--- src/rtl/lcx_pkg.sv ---
package lcx_pkg;
   localparam int unsigned LCX_WIN     = 8;
   localparam int unsigned LCX_HDB_RUN = 4;

   // symbols held in the look-ahead window (single-rail mode)
   typedef enum logic [1:0] {
      SYM_ZERO = 2'd0,
      SYM_MARK = 2'd1,
      SYM_VIOL = 2'd2,
      SYM_ERR  = 2'd3
   } lcx_sym_e;

   typedef enum logic [1:0] {
      LC_AMI     = 2'd0,
      LC_B8ZS    = 2'd1,
      LC_HDB3    = 2'd2,
      LC_AMI_ALT = 2'd3
   } lcx_code_e;
endpackage

--- src/rtl/lcx_window.sv ---
module lcx_window
   import lcx_pkg::*;
#(
   parameter int unsigned WIN = LCX_WIN,
   parameter int unsigned RUN = LCX_HDB_RUN
) (
   input  logic       clk_i,
   input  logic       rst_ni,
   input  logic [1:0] sym_i,
   input  logic       b8zs_en_i,
   input  logic       hdb3_en_i,
   input  logic       par_odd_i,
   output logic [1:0] sym_o
);
   localparam int OLD = WIN - 1;
   localparam int HV  = WIN - RUN;

   if (WIN != 8) begin : g_bad_win
      $error("lcx_window: WIN must be 8 for the B8ZS pattern");
   end
   if (RUN != 4) begin : g_bad_run
      $error("lcx_window: RUN must be 4 for HDB3");
   end

   logic [WIN-1:0][1:0] win_q;
   logic [WIN-1:0][1:0] mark;
   logic                all_zero;
   logic                tail_zero;

   always_comb begin
      all_zero  = 1'b1;
      tail_zero = 1'b1;
      for (int k = 0; k < WIN; k++) begin
         if (win_q[k] != SYM_ZERO) all_zero = 1'b0;
      end
      for (int k = HV; k < WIN; k++) begin
         if (win_q[k] != SYM_ZERO) tail_zero = 1'b0;
      end
   end

   // substitution is written into the window so later checks see it
   always_comb begin
      mark = win_q;
      if (b8zs_en_i && all_zero) begin
         mark[OLD-3] = SYM_VIOL;
         mark[OLD-4] = SYM_MARK;
         mark[OLD-6] = SYM_VIOL;
         mark[OLD-7] = SYM_MARK;
      end else if (hdb3_en_i && tail_zero) begin
         if (!par_odd_i) mark[OLD] = SYM_MARK;
         mark[HV] = SYM_VIOL;
      end
   end

   always_ff @(negedge clk_i or negedge rst_ni) begin
      if (!rst_ni) win_q <= '0;
      else         win_q <= {mark[WIN-2:0], sym_i};
   end

   assign sym_o = mark[OLD];

   assert_b8zs_fill_R2: assert property (@(negedge clk_i) disable iff (!rst_ni)
      (b8zs_en_i && all_zero) |=> (win_q[OLD-2] == SYM_VIOL && win_q[OLD-3] == SYM_MARK
                                 && win_q[OLD-5] == SYM_VIOL && win_q[OLD-6] == SYM_MARK));

   assert_hdb3_fill_R3: assert property (@(negedge clk_i) disable iff (!rst_ni)
      (hdb3_en_i && tail_zero && !b8zs_en_i) |=> (win_q[HV+1] == SYM_VIOL));
endmodule

--- src/rtl/lcx_polarity.sv ---
module lcx_polarity
   import lcx_pkg::*;
(
   input  logic       clk_i,
   input  logic       rst_ni,
   input  logic [1:0] sym_i,
   input  logic       dual_i,
   input  logic       aos_i,
   output logic       pos_o,
   output logic       neg_o,
   output logic       par_odd_o
);
   logic last_q, last_d;   // 1: last pulse was positive
   logic par_q, par_d;
   logic pos_q, pos_d, neg_q, neg_d;

   always_comb begin
      pos_d  = 1'b0;
      neg_d  = 1'b0;
      last_d = last_q;
      par_d  = par_q;
      if (aos_i) begin
         pos_d  = ~last_q;
         neg_d  = last_q;
         last_d = ~last_q;
         par_d  = ~par_q;
      end else if (dual_i) begin
         pos_d = sym_i[1];
         neg_d = sym_i[0];
      end else begin
         case (lcx_sym_e'(sym_i))
            SYM_MARK: begin
               pos_d  = ~last_q;
               neg_d  = last_q;
               last_d = ~last_q;
               par_d  = ~par_q;
            end
            SYM_VIOL: begin
               pos_d = last_q;
               neg_d = ~last_q;
               par_d = 1'b0;
            end
            SYM_ERR: begin
               pos_d = last_q;
               neg_d = ~last_q;
            end
            default: ;
         endcase
      end
   end

   always_ff @(negedge clk_i or negedge rst_ni) begin
      if (!rst_ni) begin
         last_q <= 1'b0;
         par_q  <= 1'b0;
         pos_q  <= 1'b0;
         neg_q  <= 1'b0;
      end else begin
         last_q <= last_d;
         par_q  <= par_d;
         pos_q  <= pos_d;
         neg_q  <= neg_d;
      end
   end

   assign pos_o     = pos_q;
   assign neg_o     = neg_q;
   assign par_odd_o = par_q;

   assert_zero_quiet_R1: assert property (@(negedge clk_i) disable iff (!rst_ni)
      (!dual_i && !aos_i && sym_i == SYM_ZERO) |=> (!pos_q && !neg_q));

   assert_mark_flips_R1: assert property (@(negedge clk_i) disable iff (!rst_ni)
      (!dual_i && !aos_i && sym_i == SYM_MARK) |=> (pos_q != neg_q && pos_q != $past(last_q)));

   assert_viol_repeats_R2: assert property (@(negedge clk_i) disable iff (!rst_ni)
      (!dual_i && !aos_i && (sym_i == SYM_VIOL || sym_i == SYM_ERR))
      |=> (pos_q != neg_q && pos_q == $past(last_q)));

   assert_all_ones_R7: assert property (@(negedge clk_i) disable iff (!rst_ni)
      aos_i |=> (pos_q != neg_q && pos_q != $past(last_q)));
endmodule

--- src/rtl/lcx_channel.sv ---
module lcx_channel
   import lcx_pkg::*;
(
   input  logic       clk_i,
   input  logic       rst_ni,
   input  logic       single_i,
   input  logic [1:0] code_i,
   input  logic       bpv_i,
   input  logic       aos_i,
   input  logic       dpos_i,
   input  logic       dneg_i,
   output logic       pos_o,
   output logic       neg_o
);
   logic       pend_q;
   logic [1:0] sym_in;
   logic [1:0] sym_out;
   logic       par_odd;
   logic       b8zs_en, hdb3_en;
   logic       viol_now;

   assign viol_now = pend_q | bpv_i;
   assign b8zs_en  = single_i && (code_i == LC_B8ZS);
   assign hdb3_en  = single_i && (code_i == LC_HDB3);

   always_comb begin
      if (!single_i)      sym_in = {dpos_i, dneg_i};
      else if (!dpos_i)   sym_in = SYM_ZERO;
      else if (viol_now)  sym_in = SYM_ERR;
      else                sym_in = SYM_MARK;
   end

   // request waits for the next data one; dual-rail mode drops it
   always_ff @(negedge clk_i or negedge rst_ni) begin
      if (!rst_ni) pend_q <= 1'b0;
      else         pend_q <= single_i & viol_now & ~dpos_i;
   end

   lcx_window u_win (
      .clk_i     (clk_i),
      .rst_ni    (rst_ni),
      .sym_i     (sym_in),
      .b8zs_en_i (b8zs_en),
      .hdb3_en_i (hdb3_en),
      .par_odd_i (par_odd),
      .sym_o     (sym_out)
   );

   lcx_polarity u_pol (
      .clk_i     (clk_i),
      .rst_ni    (rst_ni),
      .sym_i     (sym_out),
      .dual_i    (~single_i),
      .aos_i     (aos_i),
      .pos_o     (pos_o),
      .neg_o     (neg_o),
      .par_odd_o (par_odd)
   );

   assert_dual_drops_bpv_R6: assert property (@(negedge clk_i) disable iff (!rst_ni)
      (!single_i) |=> !pend_q);

   assert_bpv_used_once_R5: assert property (@(negedge clk_i) disable iff (!rst_ni)
      (pend_q && single_i && dpos_i) |=> !pend_q);
endmodule

--- src/rtl/lcx_encoder.sv ---
module lcx_encoder
   import lcx_pkg::*;
#(
   parameter int unsigned NCH = 2
) (
   input  logic             tclk_i,
   input  logic             rst_ni,
   input  logic             oe_i,
   input  logic [1:0]       glb_code_i,
   input  logic [NCH-1:0]   single_i,
   input  logic [NCH-1:0]   code_ovr_en_i,
   input  logic [2*NCH-1:0] code_ovr_i,
   input  logic [NCH-1:0]   bpv_req_i,
   input  logic [NCH-1:0]   all_ones_i,
   input  logic [NCH-1:0]   hiz_i,
   input  logic [NCH-1:0]   pdn_i,
   input  logic [NCH-1:0]   tx_pos_i,
   input  logic [NCH-1:0]   tx_neg_i,
   output logic [NCH-1:0]   line_pos_o,
   output logic [NCH-1:0]   line_neg_o
);
   localparam int unsigned CW = $bits(lcx_code_e);

   if (NCH < 1) begin : g_bad_nch
      $error("lcx_encoder: NCH must be at least 1");
   end

   for (genvar c = 0; c < NCH; c++) begin : g_ch
      logic [CW-1:0] code_eff;
      logic          pos_raw, neg_raw;
      logic          mute;

      assign code_eff = code_ovr_en_i[c] ? code_ovr_i[CW*c +: CW] : glb_code_i;
      assign mute     = ~oe_i | hiz_i[c] | pdn_i[c];

      lcx_channel u_chan (
         .clk_i    (tclk_i),
         .rst_ni   (rst_ni),
         .single_i (single_i[c]),
         .code_i   (code_eff),
         .bpv_i    (bpv_req_i[c]),
         .aos_i    (all_ones_i[c]),
         .dpos_i   (tx_pos_i[c]),
         .dneg_i   (tx_neg_i[c]),
         .pos_o    (pos_raw),
         .neg_o    (neg_raw)
      );

      assign line_pos_o[c] = pos_raw & ~mute;
      assign line_neg_o[c] = neg_raw & ~mute;
   end
endmodule

--- config.mk ---
export PLATFORM = sky130hd
export DESIGN_NAME = lcx_encoder
export DESIGN_NICKNAME = d
export VERILOG_FILES = /design/src/rtl/lcx_pkg.sv /design/src/rtl/lcx_window.sv /design/src/rtl/lcx_polarity.sv /design/src/rtl/lcx_channel.sv /design/src/rtl/lcx_encoder.sv
export SDC_FILE = /design/constraint.sdc
export NUM_CORES = 1
export LEC_CHECK = 0
export BUFFER_PORTS_ARGS = -buffer_cell sky130_fd_sc_hd__buf_4
export CAP_MARGIN = 20
export CORE_MARGIN = 8
export CORE_UTILIZATION = 28
export DETAILED_ROUTE_END_ITERATION = 6
export PLACE_DENSITY = 0.51
export SYNTH_ARGS = -nofsm -noshare
export SYNTH_HDL_FRONTEND = slang
export SYNTH_SLANG_ARGS = --single-unit
--- constraint.sdc ---
create_clock -name tclk_i -period 3.1 [get_ports tclk_i]
set_input_delay 0.31 -clock tclk_i [delete_from_list [all_inputs] [get_ports tclk_i]]
set_output_delay 0.31 -clock tclk_i [all_outputs]
set_load 0.005 [all_outputs]
==> results of run 1 <==
cell usage in the layout, fill, tap and decap left out, drive strengths merged, types with 3 or more instances in the layout:
master / n
or2: 6
buf: 29
clkbuf: 6
nor2b: 3
nor3b: 4
nor4: 6
o21ai: 4
nor3: 3
inv: 3
nor2: 5
dfrtn: 42
a21oi: 3
a21boi: 3
nor4bb: 4
power by group:
group | internal [mW] | leakage [nW] | switching [mW]
combinational | 0.0980 | 0.355 | 0.0747
clock | 0.343 | 0.0714 | 0.180
sequential | 0.627 | 0.503 | 0.0606
total | 1.07 | 0.929 | 0.315
logic make-up (layout without fill, tap and decap cells):
logic type,Yosys count,count (layout)
AND/OR/NAND/NOR,46,46
flip-flops,42,42
AO/OA/AOI/OAI,28,28
XOR/XNOR,3,3
buffers and inverters,13,40
multiplexers,3,3
synth_stat cells (2+ instances only):
library cell / instances
clkbuf_1: 9
or2_2: 6
dfrtn_1: 42
nor4_1: 4
mux2_2: 2
xnor2_1: 2
and3b_1: 2
o21ai_0: 2
o21ai_1: 2
nand2_1: 2
nand3_1: 2
inv_1: 3
a21oi_1: 3
nand2b_1: 2
or3b_1: 2
nor3_1: 2
o22ai_1: 2
o31ai_1: 2
nor4bb_1: 4
nor2_1: 5
a21boi_0: 3
and4b_1: 2
nor3b_1: 4
sequential cells by signal, indices dropped and copies added (netlist names):
name / flops
g_ch.u_chan.pend_q: 2
g_ch.u_chan.u_win.mark: 12
g_ch.u_chan.u_pol.pos_o: 2
g_ch.u_chan.u_pol.par_odd_o: 2
g_ch.u_chan.u_pol.neg_o: 2
g_ch.u_chan.u_pol.last_q: 2
g_ch.u_chan.u_win.win_q: 20
layer usage:
metal	part of all wire	vias up	global-route usage	routed length, um
li1	-	544	-	-
met1	0.46	562	0.09778	1586
met2	0.47	22	0.1307	1601
met3	0.056	5	0.02638	192
met4	0.010	0	0.03567	34
met5	0	-	0	0
per-stage QoR:
stage	std cells	instance area (um2)	total power, mW	setup slack (ps)
after floorplan	135	1709	0.7938	206.6
after global placement	229	1982	0.8600	83.76
after detailed placement	229	1982	0.8700	83.59
after CTS	237	2125	1.402	113.2
after global routing	237	2131	1.453	6.288
final	237	2131	1.383	129.9
final timing paths:
| kind | start | endpoint | cells past startpoint |
|---|---|---|---|
| max reg2reg | g_ch[0].u_chan.u_win.win_q[9]$_DFF_NN0_ | g_ch[0].u_chan.u_pol.last_q$_DFFE_NN0P_ | 4 |
| max | g_ch[0].u_chan.u_pol.pos_o$_DFF_NN0_ | line_pos_o[0] | 2 |
| min | g_ch[0].u_chan.u_win.mark[4]$_DFF_NN0_ | g_ch[0].u_chan.u_win.win_q[6]$_DFF_NN0_ | 0 |
| min reg2reg | g_ch[0].u_chan.u_win.mark[4]$_DFF_NN0_ | g_ch[0].u_chan.u_win.win_q[6]$_DFF_NN0_ | 0 |
| min in group asynchronous | rst_ni | g_ch[1].u_chan.u_pol.neg_o$_DFF_NN0_ | 1 |
| max in group asynchronous | rst_ni | g_ch[1].u_chan.u_win.mark[4]$_DFF_NN0_ | 1 |
final cells by class:
class	instances	area [um2]	share of cell area
clock inverters	2	60.06	0.02819
multi-input cells	80	614.3	0.2883
inverters	3	11.26	0.005285
clock buffers	6	82.58	0.03876
well taps	75	93.84	0.04404
repair buffers	29	217.7	0.1022
flip-flops and latches	42	1051	0.4932
==> results.md, run 1 <==
- # Max-Cap Violations: 0
- EDFF count, synth: 0
- YS warnings: 0
- FILL cells: 578
- Syn Inst Count: 135
- Post-synth ARST share: 1.000
- Vias in the first global route: 1,188
- Htree depth: 2
- Synth area leaders: dfrtn_1 (61%), nor4bb_1 (2.3%), or2_2 (2.2%)
- Row cnt: 28
- Worst EP arrival: 2660 ps
- Area share of the largest cell type after synthesis: 0.6149
- Post-synthesis simple-gate area fraction: 0.1999
- # hold bufs at CTS: 0
- DRT antenna net count: 0
- Post-Syn Area: 1709 um2
- Synth Area in Adders: 0
- Worst rel slew slack: 0.6495
- Final setup violation count: 0
- Routed wire length: 3.414 mm
- Initial antenna violation count: 0
- WP buf/inv: 1
- PortBufs: 28
- Main combinational cell family by area after synthesis: simple AND/OR/NAND/NOR gates
- Sequential element share of the synthesized area: 0.6149
- Vias per cell: 4.781
- Initial core utilization: 0.2887
- Clock tree root buffer cell: clkbuf_8
- Initial DRT Pass Iterations: 4
- CP peak stage delay: 400 ps
- Layout Nets: 186
- Congestion Overflow GR: 0
- Critical Path Fanout Max: 1
- Via count: 1,133
- Avg Cell Area, Syn: 12.66 um2
- TNS Setup: 0 ps
- Drt drc: 0
- Critical Path Sink Type: primary output
- Fin util: 0.3599
- Post-synth top area cell: dfrtn_1
- Critical Path Source Type: flop
- I/O pins: 29
- CP Cell Sequence: nor4bb_1 -> buf_4
- Area growth syn-to-layout: 24.67%
- Deepest clock path buffer count: 2
- Clock skew: 4.703 ps
- Core area: 5921 um2
- Total track usage: 0.08163
- Reg-to-reg setup timing slack: 1610 ps
- GP Congestion: 0.8526
- Chip Width: 94.13 um
- Outcome: finished clean
- Hold WS: 322.5 ps
- Critical path's top delay family: flip-flops
- Complex-gate fraction of the synthesized area: 0.1215
- Hold Crit Class: reg2reg
- Die area: 8860 um2
- Post-CTS resize count: 0
- Largest net degree at the start of global routing: 43
- Leakage: 0.9289 nW
- Worst vdd ir: 0.3343 mV
- Reg clk slew, reported paths: 50 ps
- WS Path Type: reg2out
- Dpl hpwl: 2.552 mm
- Post-synthesis mux area share: 0.01903
- Synth Flop Type: dfrtn_1
- DR WL/cell: 14.41 um
- Netlist cell types: 49
- FF+latch count, synth: 42
- Share of layout cells above drive strength 1: 0.3272
- Tightest Pin Transition: 525.8 ps
- Clk_lat worst skew: 290 ps
- Sink Count: 42
- Critical path data required time: 2790 ps
- Post-CTS setup buffers: 0
- Max Slew Vio Count: 0
- Num CTS Buffers: 5
- Final antenna diode count: 0
- Pwr Density: 649.3 nW/um2
- RSZ-0062 raised after global routing: no
- Detailed Route Iter0 Violations: 42
- Critical-path top delay cell: dfrtn_1
- Global-route wire length before repair: 5.602 mm
- Die H: 94.13 um
- CTS tree: done
- XOR/XNOR share of the synthesized area: 0.01537
- Final hold vios: 0
- Total nets after synthesis: 160
No activity file was read; power rests on OpenSTA's default activity.
==> run 2, diff against run 1 <==
--- a/config.mk
+++ b/config.mk
@@ -11,6 +11,7 @@
 export CORE_UTILIZATION = 28
 export DETAILED_ROUTE_END_ITERATION = 6
 export PLACE_DENSITY = 0.51
+export RECOVER_POWER = 50
 export SYNTH_ARGS = -nofsm -noshare
 export SYNTH_HDL_FRONTEND = slang
 export SYNTH_SLANG_ARGS = --single-unit
==> run 2 against run 1 <==
  * Global-route usage unchanged
  * Non-clock buffer count unchanged
  * Sequential share of layout area increased by 0.058 points
  * Final area fell by 0.12%
  * Routed wire length barely moved
  * Clock skew unchanged
  * Cell count stayed put
  * Largest cell class unchanged
  * Utilization about the same
  * Via count did not move
  * Combinational power hardly changed
  * Hold slack is the same
  * Setup slack unchanged
==> results.md, run 2 (synthesis results as in run 1) <==
- Outcome: finished clean
- Leakage: 0.9283 nW (about the same)
- Global-route wire length before repair: 5.602 mm (unchanged)
- Detailed Route Iter0 Violations: 42 (unchanged)
- Critical-path top delay cell: dfrtn_1
- Die H: 94.13 um (unchanged)
- Largest net degree at the start of global routing: 43 (unchanged)
- Commonest non-fill, non-tap cell in the layout: dfrtn_1
- Worst EP arrival: 2660 ps (about the same)
- Congestion Overflow GR: 0 (unchanged)
- DR WL/cell: 14.40 um (about the same)
- FILL cells: 579 (+0.17%)
- Core area: 5921 um2 (unchanged)
- GP Congestion: 0.8526 (unchanged)
- Most frequent cells in the layout: dfrtn_1 (42), buf_4 (28), or2_2 (6), clkbuf_8 (6), nor2_1 (5)
- Final hold vios: 0 (unchanged)
- Total track usage: 0.08163 (unchanged)
- Worst hold start: g_ch[0].u_chan.u_win.mark[4]$_DFF_NN0_
- Dpl hpwl: 2.552 mm (unchanged)
- Final setup violation count: 0 (unchanged)
- Placed cell area: 1982 um2 (unchanged)
- Share of layout cells above drive strength 1: 0.3272 (unchanged)
- Worst vdd ir: 0.3343 mV (about the same)
- Final total power: 1.383 mW (about the same)
- Fin util: 0.3595 (-0.0004230)
- Hold EP: g_ch[0].u_chan.u_win.win_q[6]$_DFF_NN0_
- Area growth syn-to-layout: 24.52%
- Max Slew Vio Count: 0 (unchanged)
- Chip Width: 94.13 um (unchanged)
- Reg clk slew, reported paths: 50 ps (about the same)
- Worst rel slew slack: 0.3134 (-0.3360)
- Final instance area: 2128 um2 (-0.12%)
- # Max-Cap Violations: 0 (unchanged)
- Drt drc: 0 (unchanged)
- Row cnt: 28 (unchanged)
- # hold bufs at CTS: 0 (unchanged)
- Initial antenna violation count: 0 (unchanged)
- Tightest Pin Transition: 1030 ps (+504.0 ps)
- Clk_lat worst skew: 290 ps (about the same)
- PortBufs: 28 (unchanged)
- CP Cell Sequence: nor4bb_1 -> buf_4
- CP peak stage delay: 400 ps (about the same)
- Clock tree root buffer cell: clkbuf_8
- WS Path Type: reg2out
- Vias in the first global route: 1,188 (unchanged)
- Reg-to-reg critical path startpoint: g_ch[0].u_chan.u_win.win_q[9]$_DFF_NN0_
- Critical path data required time: 2790 ps (about the same)
- Deepest clock path buffer count: 2 (unchanged)
- Hold WS: 322.5 ps (unchanged)
- Critical Path Source Type: flop
- Critical Path Fanout Max: 1 (unchanged)
- Initial core utilization: 0.2887 (unchanged)
- Final antenna diode count: 0 (unchanged)
- Largest register by flop count: g_ch.u_chan.u_win.win_q
- I/O pins: 29 (unchanged)
- Initial DRT Pass Iterations: 4 (unchanged)
- Critical Path Sink Type: primary output
- CTS tree: done
- R2r endpoint: g_ch[0].u_chan.u_pol.last_q$_DFFE_NN0P_
- Pwr Density: 649.9 nW/um2 (about the same)
- TNS Setup: 0 ps (unchanged)
- Die area: 8860 um2 (unchanged)
- DRT antenna net count: 0 (unchanged)
- Via count: 1,133 (unchanged)
- Layout Nets: 186 (unchanged)
- Vias per cell: 4.781 (unchanged)
- Reg-to-reg setup timing slack: 1610 ps (about the same)
- Crit path from: g_ch[0].u_chan.u_pol.pos_o$_DFF_NN0_
- Clock skew: 4.703 ps (unchanged)
- Routed wire length: 3.413 mm (about the same)
- Num CTS Buffers: 5 (unchanged)
- Worst r2r path cells: 4 (unchanged)
- Hold path depth: 0 (unchanged)
- Hold Crit Class: reg2reg
- Largest register FFs: 20 (unchanged)
- RSZ-0062 raised after global routing: no
- Htree depth: 2 (unchanged)
- Sink Count: 42 (unchanged)
==> run 2: cell types whose count changed in the layout (fill, tap and decap cells not counted) <==
cell,before,now
buf_4,29,28
clkbuf_2,0,1
==> run 2: per-stage QoR <==
stage,cells,setup WS (ps)
finish,237,129.9
detailed placement,229,83.59
global placement,229,83.76
CTS,237,113.2
floorplan,135,206.6
global route,237,6.288
==> run 2: how the worst max path moves through the flow <==
stage | depth (start not counted) | end | slack [ps]
4_1_cts | 2 | line_pos_o[0] | 110
5_1_grt | 2 | line_pos_o[1] | 6
6_report | 2 | line_pos_o[0] | 130
3_3_place_gp | 5 | g_ch[0].u_chan.u_win.mark[11]$_DFF_NN0_ | 80
3_5_place_dp | 4 | g_ch[1].u_chan.u_win.mark[11]$_DFF_NN0_ | 80
2_1_floorplan | 5 | g_ch[1].u_chan.u_win.mark[11]$_DFF_NN0_ | 210
==> run 2: power by group <==
| group | total (mW) | switching, mW | internal, mW |
|---|---|---|---|
| clock | 0.523 | 0.180 | 0.343 |
| combinational | 0.172 | 0.0748 | 0.0975 |
| sequential | 0.688 | 0.0606 | 0.627 |
| total | 1.38 | 0.315 | 1.07 |
==> run 2: layout make-up <==
type,instances,area (um2),area share
clock buffers,6,82.58,0.03880
clock inverters,2,60.06,0.02822
inverters,3,11.26,0.005291
multi-input cells,80,614.3,0.2887
flip-flops and latches,42,1051,0.4938
well taps,75,93.84,0.04409
repair buffers,29,215.2,0.1011
==> run 2: worst max-delay path: cells and delay by family (launching register included) <==
family,cells,cell delay (ps)
buf+inv,1,160
simple gates,1,260
flops,1,400
==> run 2: timing repair <==
action | CTS | global route
resized for setup | 0 | 1
setup buffers | 0 | 0
endpoints found under the setup margin | 0 | 1
==> run 2: metal layers <==
| metal | GRT usage | part of all wire | routed length (um) |
|---|---|---|---|
| met1 | 0.09778 | 0.46 | 1586 |
| met2 | 0.1307 | 0.47 | 1601 |
| met3 | 0.02638 | 0.056 | 192 |
| met4 | 0.03567 | 0.010 | 34 |
| met5 | 0 | 0 | 0 |
